$ cat src/rtl/fpp_pkg.sv
package fpp_pkg;
   typedef enum logic {OP_PROGRAM = 1'b0, OP_CHIP_ERASE = 1'b1} fpp_op_e;
   typedef enum logic [1:0] {VRD_BUSY = 2'd0, VRD_DONE = 2'd1, VRD_CONFLICT = 2'd2} fpp_verdict_e;
   localparam logic [7:0] ERASED_BYTE = 8'hFF;
endpackage

$ cat src/rtl/fpp_cmd_table.sv
module fpp_cmd_table #(
   parameter int AW = 17
) (
   input  logic          op_erase,
   input  logic [2:0]    step,
   input  logic [AW-1:0] user_addr,
   input  logic [7:0]    user_data,
   output logic [AW-1:0] wr_addr,
   output logic [7:0]    wr_data,
   output logic          last
);
   localparam logic [AW-1:0] KEY_A = AW'(17'h05555);
   localparam logic [AW-1:0] KEY_B = AW'(17'h02AAA);

   always_comb begin
      wr_addr = KEY_A;
      wr_data = 8'hAA;
      if (op_erase) begin
         last = (step == 3'd5);
         case (step)
            3'd0: begin wr_addr = KEY_A; wr_data = 8'hAA; end
            3'd1: begin wr_addr = KEY_B; wr_data = 8'h55; end
            3'd2: begin wr_addr = KEY_A; wr_data = 8'h80; end
            3'd3: begin wr_addr = KEY_A; wr_data = 8'hAA; end
            3'd4: begin wr_addr = KEY_B; wr_data = 8'h55; end
            default: begin wr_addr = KEY_A; wr_data = 8'h10; end
         endcase
      end else begin
         last = (step == 3'd3);
         case (step)
            3'd0: begin wr_addr = KEY_A; wr_data = 8'hAA; end
            3'd1: begin wr_addr = KEY_B; wr_data = 8'h55; end
            3'd2: begin wr_addr = KEY_A; wr_data = 8'hA0; end
            default: begin wr_addr = user_addr; wr_data = user_data; end
         endcase
      end
   end
endmodule

$ cat src/rtl/fpp_strobe_gen.sv
module fpp_strobe_gen #(
   parameter int AW        = 17,
   parameter int SETUP_CYC = 1,
   parameter int WE_CYC    = 3,
   parameter int HOLD_CYC  = 1,
   parameter int GAP_CYC   = 1,
   parameter int RD_CYC    = 3
) (
   input  logic          clk,
   input  logic          rst_n,
   input  logic          start,
   input  logic          start_wr,
   input  logic [AW-1:0] start_addr,
   input  logic [7:0]    start_data,
   input  logic [7:0]    fl_dq_in,
   output logic          fl_ce_n,
   output logic          fl_oe_n,
   output logic          fl_we_n,
   output logic [AW-1:0] fl_addr,
   output logic [7:0]    fl_dq_out,
   output logic          fl_dq_oe,
   output logic          idle,
   output logic          fin,
   output logic [7:0]    rdata
);
   localparam int M1     = (SETUP_CYC > WE_CYC) ? SETUP_CYC : WE_CYC;
   localparam int M2     = (HOLD_CYC > GAP_CYC) ? HOLD_CYC : GAP_CYC;
   localparam int M3     = (M1 > M2) ? M1 : M2;
   localparam int LEN_MX = (M3 > RD_CYC) ? M3 : RD_CYC;
   localparam int CW     = $clog2(LEN_MX + 1);

   initial begin
      AST_PARAM_LEN: assert (SETUP_CYC >= 1 && WE_CYC >= 1 && HOLD_CYC >= 1 && GAP_CYC >= 1)
         else $error("every strobe phase needs at least one cycle");
      AST_PARAM_RD: assert (RD_CYC >= 2) else $error("read strobe needs two cycles");
   end

   typedef enum logic [2:0] {PH_IDLE, PH_SETUP, PH_STROBE, PH_HOLD, PH_GAP} ph_e;
   ph_e           ph;
   logic [CW-1:0] cnt;
   logic          is_wr;
   logic          ce_act;

   always_ff @(posedge clk or negedge rst_n) begin
      if (!rst_n) begin
         ph        <= PH_IDLE;
         cnt       <= '0;
         is_wr     <= 1'b0;
         fl_addr   <= '0;
         fl_dq_out <= '0;
         rdata     <= '0;
      end else begin
         case (ph)
            PH_IDLE: if (start) begin
               ph        <= PH_SETUP;
               cnt       <= CW'(SETUP_CYC - 1);
               is_wr     <= start_wr;
               fl_addr   <= start_addr;
               fl_dq_out <= start_data;
            end
            PH_SETUP: if (cnt == '0) begin
               ph  <= PH_STROBE;
               cnt <= is_wr ? CW'(WE_CYC - 1) : CW'(RD_CYC - 1);
            end else cnt <= cnt - 1'b1;
            PH_STROBE: if (cnt == '0) begin
               ph  <= PH_HOLD;
               cnt <= CW'(HOLD_CYC - 1);
               if (!is_wr) rdata <= fl_dq_in;
            end else cnt <= cnt - 1'b1;
            PH_HOLD: if (cnt == '0) begin
               ph  <= PH_GAP;
               cnt <= CW'(GAP_CYC - 1);
            end else cnt <= cnt - 1'b1;
            PH_GAP: if (cnt == '0) ph <= PH_IDLE;
                    else cnt <= cnt - 1'b1;
            default: ph <= PH_IDLE;
         endcase
      end
   end

   always_comb begin
      ce_act   = (ph == PH_SETUP) || (ph == PH_STROBE) || (ph == PH_HOLD);
      fl_ce_n  = !ce_act;
      fl_we_n  = !((ph == PH_STROBE) && is_wr);
      fl_oe_n  = !((ph == PH_STROBE) && !is_wr);
      fl_dq_oe = ce_act && is_wr;
      idle     = (ph == PH_IDLE);
      fin      = (ph == PH_GAP) && (cnt == '0);
   end

   AST_WE_INSIDE_CE: assert property (@(posedge clk) disable iff (!rst_n)
      !fl_we_n |-> !fl_ce_n);
   AST_NO_OE_DURING_WE: assert property (@(posedge clk) disable iff (!rst_n)
      !fl_we_n |-> fl_oe_n);
   AST_CE_LEADS_WE: assert property (@(posedge clk) disable iff (!rst_n)
      $fell(fl_we_n) |-> $past(!fl_ce_n));
   AST_WE_RELEASED_FIRST: assert property (@(posedge clk) disable iff (!rst_n)
      $rose(fl_ce_n) |-> $past(fl_we_n));
   AST_BUS_STABLE: assert property (@(posedge clk) disable iff (!rst_n)
      (!fl_ce_n && $past(!fl_ce_n)) |-> ($stable(fl_addr) && $stable(fl_dq_out)));
endmodule

$ cat src/rtl/fpp_status_judge.sv
module fpp_status_judge
   import fpp_pkg::*;
(
   input  logic         toggle_mode,
   input  logic [7:0]   rd_byte,
   input  logic [7:0]   expect_byte,
   input  logic         prev_dq6,
   input  logic         have_prev,
   output fpp_verdict_e verdict
);
   logic full_match;
   assign full_match = (rd_byte == expect_byte);

   always_comb begin
      if (toggle_mode) begin
         if (!have_prev || (rd_byte[6] != prev_dq6)) verdict = VRD_BUSY;
         else if (full_match)                        verdict = VRD_DONE;
         else                                        verdict = VRD_CONFLICT;
      end else begin
         if (full_match)                             verdict = VRD_DONE;
         else if (rd_byte[7] == expect_byte[7])      verdict = VRD_CONFLICT;
         else                                        verdict = VRD_BUSY;
      end
   end
endmodule

$ cat src/rtl/flash_prog_poller.sv
module flash_prog_poller
   import fpp_pkg::*;
#(
   parameter int AW           = 17,
   parameter int CLK_MHZ      = 100,
   parameter int PROG_TMO_US  = 16,
   parameter int ERASE_TMO_US = 100000,
   parameter int SETUP_CYC    = 1,
   parameter int WE_CYC       = 3,
   parameter int HOLD_CYC     = 1,
   parameter int GAP_CYC      = 1,
   parameter int RD_CYC       = 3
) (
   input  logic          clk,
   input  logic          rst_n,
   input  logic          req_valid,
   output logic          req_ready,
   input  logic          req_op,
   input  logic [AW-1:0] req_addr,
   input  logic [7:0]    req_data,
   input  logic          poll_toggle,
   output logic          op_done,
   output logic          op_timeout,
   output logic [AW-1:0] fl_addr,
   output logic [7:0]    fl_dq_out,
   output logic          fl_dq_oe,
   input  logic [7:0]    fl_dq_in,
   output logic          fl_ce_n,
   output logic          fl_oe_n,
   output logic          fl_we_n
);
   localparam int PROG_TMO_CYC  = PROG_TMO_US * CLK_MHZ;
   localparam int ERASE_TMO_CYC = ERASE_TMO_US * CLK_MHZ;
   localparam int TMO_W         = $clog2(ERASE_TMO_CYC + 1) + 1;

   initial begin
      AST_PARAM_AW: assert (AW >= 15) else $error("address too narrow for unlock keys");
      AST_PARAM_TMO: assert (ERASE_TMO_US > PROG_TMO_US && PROG_TMO_US >= 1)
         else $error("erase limit must exceed program limit");
   end

   typedef enum logic [1:0] {ST_IDLE, ST_CMD, ST_POLL, ST_CONFIRM} st_e;
   st_e           st;
   fpp_op_e       op;
   logic [AW-1:0] tgt_addr;
   logic [7:0]    tgt_data;
   logic          tog_mode, prev_dq6, have_prev, conf_second, conf_ok;
   logic [2:0]    step;
   logic [TMO_W-1:0] tmo_cnt, tmo_lim;
   logic          tmo_hit, polling;

   logic [AW-1:0] cmd_addr;
   logic [7:0]    cmd_data, rdata, expect_byte;
   logic          cmd_last, bus_idle, bus_fin, bus_start, rd_match;
   fpp_verdict_e  verdict;

   fpp_cmd_table #(.AW(AW)) u_table (
      .op_erase(op == OP_CHIP_ERASE), .step(step), .user_addr(tgt_addr),
      .user_data(tgt_data), .wr_addr(cmd_addr), .wr_data(cmd_data), .last(cmd_last));

   fpp_strobe_gen #(.AW(AW), .SETUP_CYC(SETUP_CYC), .WE_CYC(WE_CYC),
                    .HOLD_CYC(HOLD_CYC), .GAP_CYC(GAP_CYC), .RD_CYC(RD_CYC)) u_bus (
      .clk(clk), .rst_n(rst_n), .start(bus_start), .start_wr(st == ST_CMD),
      .start_addr((st == ST_CMD) ? cmd_addr : tgt_addr), .start_data(cmd_data),
      .fl_dq_in(fl_dq_in), .fl_ce_n(fl_ce_n), .fl_oe_n(fl_oe_n), .fl_we_n(fl_we_n),
      .fl_addr(fl_addr), .fl_dq_out(fl_dq_out), .fl_dq_oe(fl_dq_oe),
      .idle(bus_idle), .fin(bus_fin), .rdata(rdata));

   fpp_status_judge u_judge (
      .toggle_mode(tog_mode), .rd_byte(rdata), .expect_byte(expect_byte),
      .prev_dq6(prev_dq6), .have_prev(have_prev), .verdict(verdict));

   always_comb begin
      expect_byte = (op == OP_CHIP_ERASE) ? ERASED_BYTE : tgt_data;
      tmo_lim     = (op == OP_CHIP_ERASE) ? TMO_W'(ERASE_TMO_CYC) : TMO_W'(PROG_TMO_CYC);
      tmo_hit     = (tmo_cnt >= tmo_lim);
      polling     = (st == ST_POLL) || (st == ST_CONFIRM);
      bus_start   = bus_idle && ((st == ST_CMD) || (polling && !tmo_hit));
      rd_match    = (rdata == expect_byte);
      req_ready   = (st == ST_IDLE);
   end

   always_ff @(posedge clk or negedge rst_n) begin
      if (!rst_n) begin
         st <= ST_IDLE; op <= OP_PROGRAM; tgt_addr <= '0; tgt_data <= '0;
         tog_mode <= 1'b0; prev_dq6 <= 1'b0; have_prev <= 1'b0;
         conf_second <= 1'b0; conf_ok <= 1'b0; step <= '0; tmo_cnt <= '0;
         op_done <= 1'b0; op_timeout <= 1'b0;
      end else begin
         op_done    <= 1'b0;
         op_timeout <= 1'b0;
         if (polling && !tmo_hit) tmo_cnt <= tmo_cnt + 1'b1;
         case (st)
            ST_IDLE: if (req_valid) begin
               st       <= ST_CMD;
               op       <= fpp_op_e'(req_op);
               tgt_addr <= req_addr;
               tgt_data <= req_data;
               tog_mode <= poll_toggle;
               step     <= '0;
            end
            ST_CMD: if (bus_fin) begin
               if (cmd_last) begin
                  st        <= ST_POLL;
                  tmo_cnt   <= '0;
                  have_prev <= 1'b0;
               end else step <= step + 1'b1;
            end
            ST_POLL: begin
               if (bus_idle && tmo_hit) begin
                  st <= ST_IDLE; op_timeout <= 1'b1;
               end else if (bus_fin) begin
                  prev_dq6  <= rdata[6];
                  have_prev <= 1'b1;
                  if (verdict == VRD_DONE) begin
                     st <= ST_IDLE; op_done <= 1'b1;
                  end else if (verdict == VRD_CONFLICT) begin
                     st <= ST_CONFIRM; conf_second <= 1'b0; conf_ok <= 1'b1;
                  end
               end
            end
            ST_CONFIRM: begin
               if (bus_idle && tmo_hit) begin
                  st <= ST_IDLE; op_timeout <= 1'b1;
               end else if (bus_fin) begin
                  prev_dq6 <= rdata[6];
                  if (!conf_second) begin
                     conf_second <= 1'b1;
                     conf_ok     <= conf_ok && rd_match;
                  end else if (conf_ok && rd_match) begin
                     st <= ST_IDLE; op_done <= 1'b1;
                  end else st <= ST_POLL;
               end
            end
            default: st <= ST_IDLE;
         endcase
      end
   end

   AST_RESULT_EXCL: assert property (@(posedge clk) disable iff (!rst_n)
      !(op_done && op_timeout));
   AST_RESULT_SINGLE: assert property (@(posedge clk) disable iff (!rst_n)
      (op_done || op_timeout) |=> !(op_done || op_timeout));
   AST_RESULT_WHEN_READY: assert property (@(posedge clk) disable iff (!rst_n)
      (op_done || op_timeout) |-> req_ready);
   AST_ACCEPT_BLOCKS: assert property (@(posedge clk) disable iff (!rst_n)
      (req_valid && req_ready) |=> !req_ready);
   AST_NO_WRITE_WHILE_POLL: assert property (@(posedge clk) disable iff (!rst_n)
      polling |-> (fl_we_n && !fl_dq_oe));
endmodule

$ cat config.mk
export PLATFORM = sky130hd
export DESIGN_NAME = flash_prog_poller
export DESIGN_NICKNAME = d
export VERILOG_FILES = /design/src/rtl/fpp_pkg.sv /design/src/rtl/fpp_cmd_table.sv /design/src/rtl/fpp_strobe_gen.sv /design/src/rtl/fpp_status_judge.sv /design/src/rtl/flash_prog_poller.sv
export SDC_FILE = /design/constraint.sdc
export NUM_CORES = 1
export LEC_CHECK = 0
export ABC_AREA = 1
export ABC_CLOCK_PERIOD_IN_PS = 5900
export BUFFER_PORTS_ARGS = -buffer_cell sky130_fd_sc_hd__buf_2
export CORE_UTILIZATION = 63
export CTS_CLUSTER_DIAMETER = 40
export DETAILED_ROUTE_END_ITERATION = 8
export PLACE_DENSITY = 0.9
export SETUP_SLACK_MARGIN = 0.2
export SLEW_MARGIN = 15
export SYNTH_ARGS = -nofsm -noshare
export SYNTH_HDL_FRONTEND = slang
export SYNTH_SLANG_ARGS = --single-unit
$ cat constraint.sdc
create_clock -name clk -period 5.9 [get_ports clk]
set_clock_uncertainty 0.2 [all_clocks]
set_input_delay 1.18 -clock clk [delete_from_list [all_inputs] [get_ports clk]]
set_output_delay 1.18 -clock clk [all_outputs]
set_load 0.005 [all_outputs]
Word level (Yosys, flattened, before mapping)
Cells that the tools add are included.

storage, ports and cells
  flip-flop bits (word level) = 102
  bits in latches = 0
  RAM bits = 0
  bits in read-only memories = 0
  input bits = 38
  output and inout port bits = 32
  logic and storage cells = 180
  memories kept = 0

cells by class
  add/subtract/negate cells = 3
  multiply operators = 0
  div/mod/pow operators = 0
  $lt $le $gt $ge = 1
  equal/unequal tests = 38
  shifts and indexed selects = 0
  multiplexer cells = 74
  bitwise operators = 2
  reduce and logical (&&, ||, !) cells = 43

operators with widths
  operator               number
  $mux 25                4
  $pmux 8 s3             2
  $mux 2                 20
  $mux 17                2
  $pmux 17 s2            1
  $add 25x1->25 const B  1
  $ge 25x24->1           1
  $mux 1                 25
  $mux 24                1
  $mux 3                 8
  $ne 2x2->1 const B     11
  $mux 8                 2
  $pmux 2 s4             2
  $mux 15                1
  $pmux 3 s5             1
  $reduce_and 7->1       2
  $eq 3x2->1 const B     4
  $ne 2x1->1 const B     6
  $reduce_and 5->1       2
  $reduce_or 2->1        5
  $eq 3x3->1 const B     3
  $ne 3x2->1 const B     3
  $reduce_and 3->1       3
  $eq 8x8->1             1
  other kinds (21)       50

Logic depth before layout (Yosys ltp)
  depth after elaboration = 11
  gate-level depth with buffers = 17
  depth with buffers taken out = 16

By module
A second synthesis with hierarchy kept.

unflattened totals
  cells, all modules = 980
  area, all modules = 6,541.3 µm²

modules (own cells, without submodules)
  module             times used  cells an instance  area an instance (µm²)  sequential area each (µm²)
  flash_prog_poller  1           582                3,936.3                 1,576.5
  fpp_strobe_gen     1           211                1,841.8                 975.9
  fpp_cmd_table      1           115                479.2                   0.0
  fpp_status_judge   1           72                 284.0                   0.0

Worst setup path before layout
Ideal clock, no wire load.

  path type = reg2reg
  start point = register op
  end point = register u_bus.fl_addr[0]
  library setup time = 0.117 ns
  arrival = 2.230 ns
  required time = 5.583 ns
  slack = 3.353 ns
  stages on the path, launching flop included = 15
  buffers on the path = 2
  clock period less this slack = 2.547 ns
  path through = dfrtp_1 buf_4 clkinv_1 ha_1 a21oi_1 o21ai_1 nand2_1 nand2_1 nor2_2 nand3_4 nand2_2 nand2_4 buf_4 nand2_1 nand2_1

on the way
  word-level cells in the longest chain between the ends = 7
  elaborated cells on any way between the ends = 9
  those cells by class = 1 x order compare; 3 x mux; 5 x reduce/logical

RTL lines
  item                               line                     source
  start: declaration                 flash_prog_poller.sv:44  fpp_op_e op;
  start signal: assignment           flash_prog_poller.sv:96  op <= fpp_op_e'(req_op);
  $mux 24                            flash_prog_poller.sv:75  tmo_lim = (op == OP_CHIP_ERASE) ? TMO_W'(ERASE_TMO_CYC) : TMO_W'(PROG_TMO_CYC);
  $ge 25x24->1                       flash_prog_poller.sv:76  tmo_hit = (tmo_cnt >= tmo_lim);
  $logic_not 1->1                    flash_prog_poller.sv:78  bus_start = bus_idle && ((st == ST_CMD) || (polling && !tmo_hit));
  $logic_and 1x1->1                  flash_prog_poller.sv:78
  $logic_or 1x1->1                   flash_prog_poller.sv:78
  $logic_and 1x1->1                  flash_prog_poller.sv:78
  $reduce_and 2->1 (no source line)  --
  end signal: assignment             fpp_strobe_gen.sv:58     fl_addr <= start_addr;
  end: declaration                   fpp_strobe_gen.sv:19     output logic [AW-1:0] fl_addr,

Several ways; a longest one is shown, not always the timed one.
A chain may end at the register's enable or synchronous reset.

Worst setup path after layout
  start point = register op
  end point = register u_bus.fl_addr[1]

Same word-level chain as after synthesis.

==> metrics.md <==
| Metric | Value |
|---|---|
| Crit start category | flip-flop |
| Sequential share of the synthesized area | 44.6% |
| Post-DP HPWL | 9830 um |
| RSZ-0062 raised after global routing | false |
| CORE AREA | between 0.008 and 0.009 mm2 |
| Placer Congestion | 0.948 |
| Worst vdd ir | 0.279 mV |
| Vias/cell | 5.62 |
| 1st-iter DRT viols | 335 |
| Max-cap violations | 0 |
| Slew HR | 33.1% |
| N_diodes | 0 |
| PostCTS Resize Cnt | 0 |
| Drt wl/cell | approximately 15 um |
| Initial antenna violation count | 0 |
| Top delay family on crit path | simple AND/OR/NAND/NOR gates |
| Ys Warns | 0 |
| Register area | 0.00255 mm2 |
| CP Data Arrival Time | ~3.7 ns |
| CTS Hold Bufs | 0 |
| DR vias | 4990 |
| Hold Vio Cnt, Final | 0 |
| Worst-Margin Slew | 1.00 ns |
| Clock tree sinks | roughly 100 |
| PwrDens | 482 mW/mm2 |
| Status | finished, final reports clean |
| First-pass GRT wire length | 22200 um |
| Critical path type | reg2reg |
| Crit-path most repeated cell | nand2_1 |
| Die X | ~100 um |
| Final setup fails | 0 |
| Total grt overflow | 0 |
| Pins over their slew limit | 0 |
| Setup TNS | 0 ns |
| Post-CTS setup buffer count | 0 |
| Most frequent cells in the layout | nand2_1, dfrtp_1, inv_1, nor2_1, buf_2 |
| Antenna-violating nets left | 0 |
| Footprint of the multi-input gates | about 0.0027 mm2 |
| # IOs | 70 |
| Gate Count Post-Synth | 710 |
| Total track usage | between 20% and 30% |
| Most common cell after layout, fill and taps aside | nand2_1 |
| Synthesized area per cell | 8.06 um2 |
| Crit path max fanout | 42 |
| Largest net degree at the start of global routing | 62 |
| Power after layout | 3030 uW |
| Port bufs | 69 |
| Tcrit/Tclk final | 61.6% |
| Pleak | 0.00325 uW |
| Htree depth | 3 |
| # rows | 34 |
| Syn_nets | approximately 770 |
| Clock Tree Buf Depth | 2 |
| CTS tree | yes |
| CP required | 6.01 ns |
| Die footprint | 0.00946 mm2 |
| Crit path capture type | flip-flop |
| Initial core utilization | 65.3% |
| CP max-delay cell | dfrtp_1 |
| Layout cell share with drive strength beyond 1 | 18.1% |
| DR pass1 iterations | 7 |
| Layout Nets | roughly 830 |
| FF+latch count, synth | 102 |
| Clk_lat worst skew | 0.38 ns |
| FILL cells | 679 |
| Distinct cells, synth | 41 |
| Critical-path cell list | clkinv_1 > ha_1 > inv_1 > nor2_1 > nand2_1 > nand3b_1 > nand2_1 > nand2_1 > nand3_4 > nand2_2 > nand2_4 > nand2_1 > o21ai_1 |
| Period minus WS final | roughly 3.6 ns |
| Buf/Inv on CP | 2 |
| Final WL | 13200 um |
| Netlist Area Pre-Place | approximately 0.0057 mm2 |
| Fmax | around 280 MHz |
| Num CTS Buffers | 9 |
| Area delta synth->final | 9.89% |
| Slowest stage delay, CP | 0.61 ns |
| Clock transition at the registers of the reported paths | around 0.11 ns |
| Root Driver | clkbuf_8 |
| Worst min-delay path class | reg2reg |
| Vias in the first global route | 4799 |
| Drc violations | 0 |
| Die Y-Extent | between 90 and 100 um |
## flip-flops by register name, indices dropped and copies added (netlist names)
register         count
step                 3
tgt_data             8
op                   1
have_prev            1
op_timeout           1
op_done              1
tmo_cnt             25
u_bus.fl_dq_out      8
u_bus.is_wr          1
tog_mode             1
conf_ok              1
conf_second          1
prev_dq6             1
u_bus.fl_addr       17
st                   2
u_bus.ph             3
u_bus.rdata          8
tgt_addr            17
u_bus.cnt            2
## report_power, final
group / total [uW] / leakage (uW) / internal [uW] / switching, uW
Combinational: 1390 / 0.00187 / 517 / 871
Clock: 448 / 0.0000997 / 177 / 271
Sequential: 1190 / 0.00127 / 969 / 221
Total: 3030 / 0.00325 / 1660 / 1360
## worst reg2reg max path, stage by stage (launching register included)
cell and delay [ns]:
dfrtp_1 0.61, clkinv_1 0.54, ha_1 0.51, inv_1 0.06
nor2_1 0.13, nand2_1 0.11, nand3b_1 0.18, nand2_1 0.07
nand2_1 0.09, nand3_4 0.25, nand2_2 0.23, nand2_4 0.38
nand2_1 0.12, o21ai_1 0.10
## final timing paths
check                                               from                             to  slack [ns]  cells past startpoint
max                                       op$_DFFE_PN0P_   u_bus.fl_addr[1]$_DFFE_PN0P_        2.27                     13
min                        u_bus.fl_addr[12]$_DFFE_PN0P_  u_bus.fl_addr[12]$_DFFE_PN0P_        0.29                      2
max reg2reg                               op$_DFFE_PN0P_   u_bus.fl_addr[1]$_DFFE_PN0P_        2.27                     13
min reg2reg                u_bus.fl_addr[12]$_DFFE_PN0P_  u_bus.fl_addr[12]$_DFFE_PN0P_        0.29                      2
max in group asynchronous                          rst_n   u_bus.fl_addr[0]$_DFFE_PN0P_        3.84                      2
min in group asynchronous                          rst_n           tmo_cnt[9]$_DFF_PN0_        0.65                      1
## final cells by class
class                      instances  share of cell area, %
clock inverter                     6                   1.02
tap                              108                   2.15
clock buffer                      10                   2.19
inverter                          91                   5.47
multi-input combinational        501                   42.9
sequential                       102                   40.6
timing repair buffer              70                   5.65
## metal layers
metal / vias to the layer above / track usage (%) / part of all wire, %
met3: 35 / 5.18 / 5.6
met2: 172 / 50.1 / 51
li1: 2427 / - / -
met4: 0 / 11.4 / 2.5
met5: - / 0 / 0
met1: 2356 / 36.9 / 41
## metrics by stage
stage / hold WS (ns) / util (%) / setup slack, ns / instance area, um2 / cells
floorplan: 0.265 / - / 3.35 / 5720 / 710
CTS: 0.290 / 71.7 / 2.34 / 6280 / 888
detailed placement: 0.265 / 69.4 / 2.38 / 6080 / 872
global placement: 0.253 / 69.4 / 2.67 / 6080 / 872
global route: 0.313 / 71.7 / 2.03 / 6280 / 888
finish: 0.287 / 71.7 / 2.27 / 6280 / 888
## cell usage after synthesis, drive strengths merged
library cell	instances	area share (%)
nand2	166	11
dfrtp	102	45
nor2	93	6.4
inv	90	6.0
o21ai	61	5.5
a21oi	44	3.9
nand3	37	3.6
mux2	25	4.9
ha	19	4.2
nor3	15	1.9
buf	14	2.1
xor2	11	1.7
nand4	7	0.88
o31ai	4	0.53
nand3b	3	0.39
o211ai	3	0.39
a31oi	2	0.22
clkbuf	2	0.13
o21a	2	0.26
o22ai	2	0.22
or2	2	0.22
xnor2	2	0.31
a22oi	1	0.13
clkinv	1	0.066
nor3b	1	0.13
nor4	1	0.11
## logic make-up after synthesis
group                      share of synthesized area [%]
AOI/OAI and AO/OA                                   11.1
xor gates and xnor gates                            1.99
adders and majority gates                           4.16
buffers and inverters                               8.23
DFF                                                 44.6
muxes                                               4.92
and+or+nand+nor                                     24.9
Note: power is estimated with default switching activity, not from simulation.
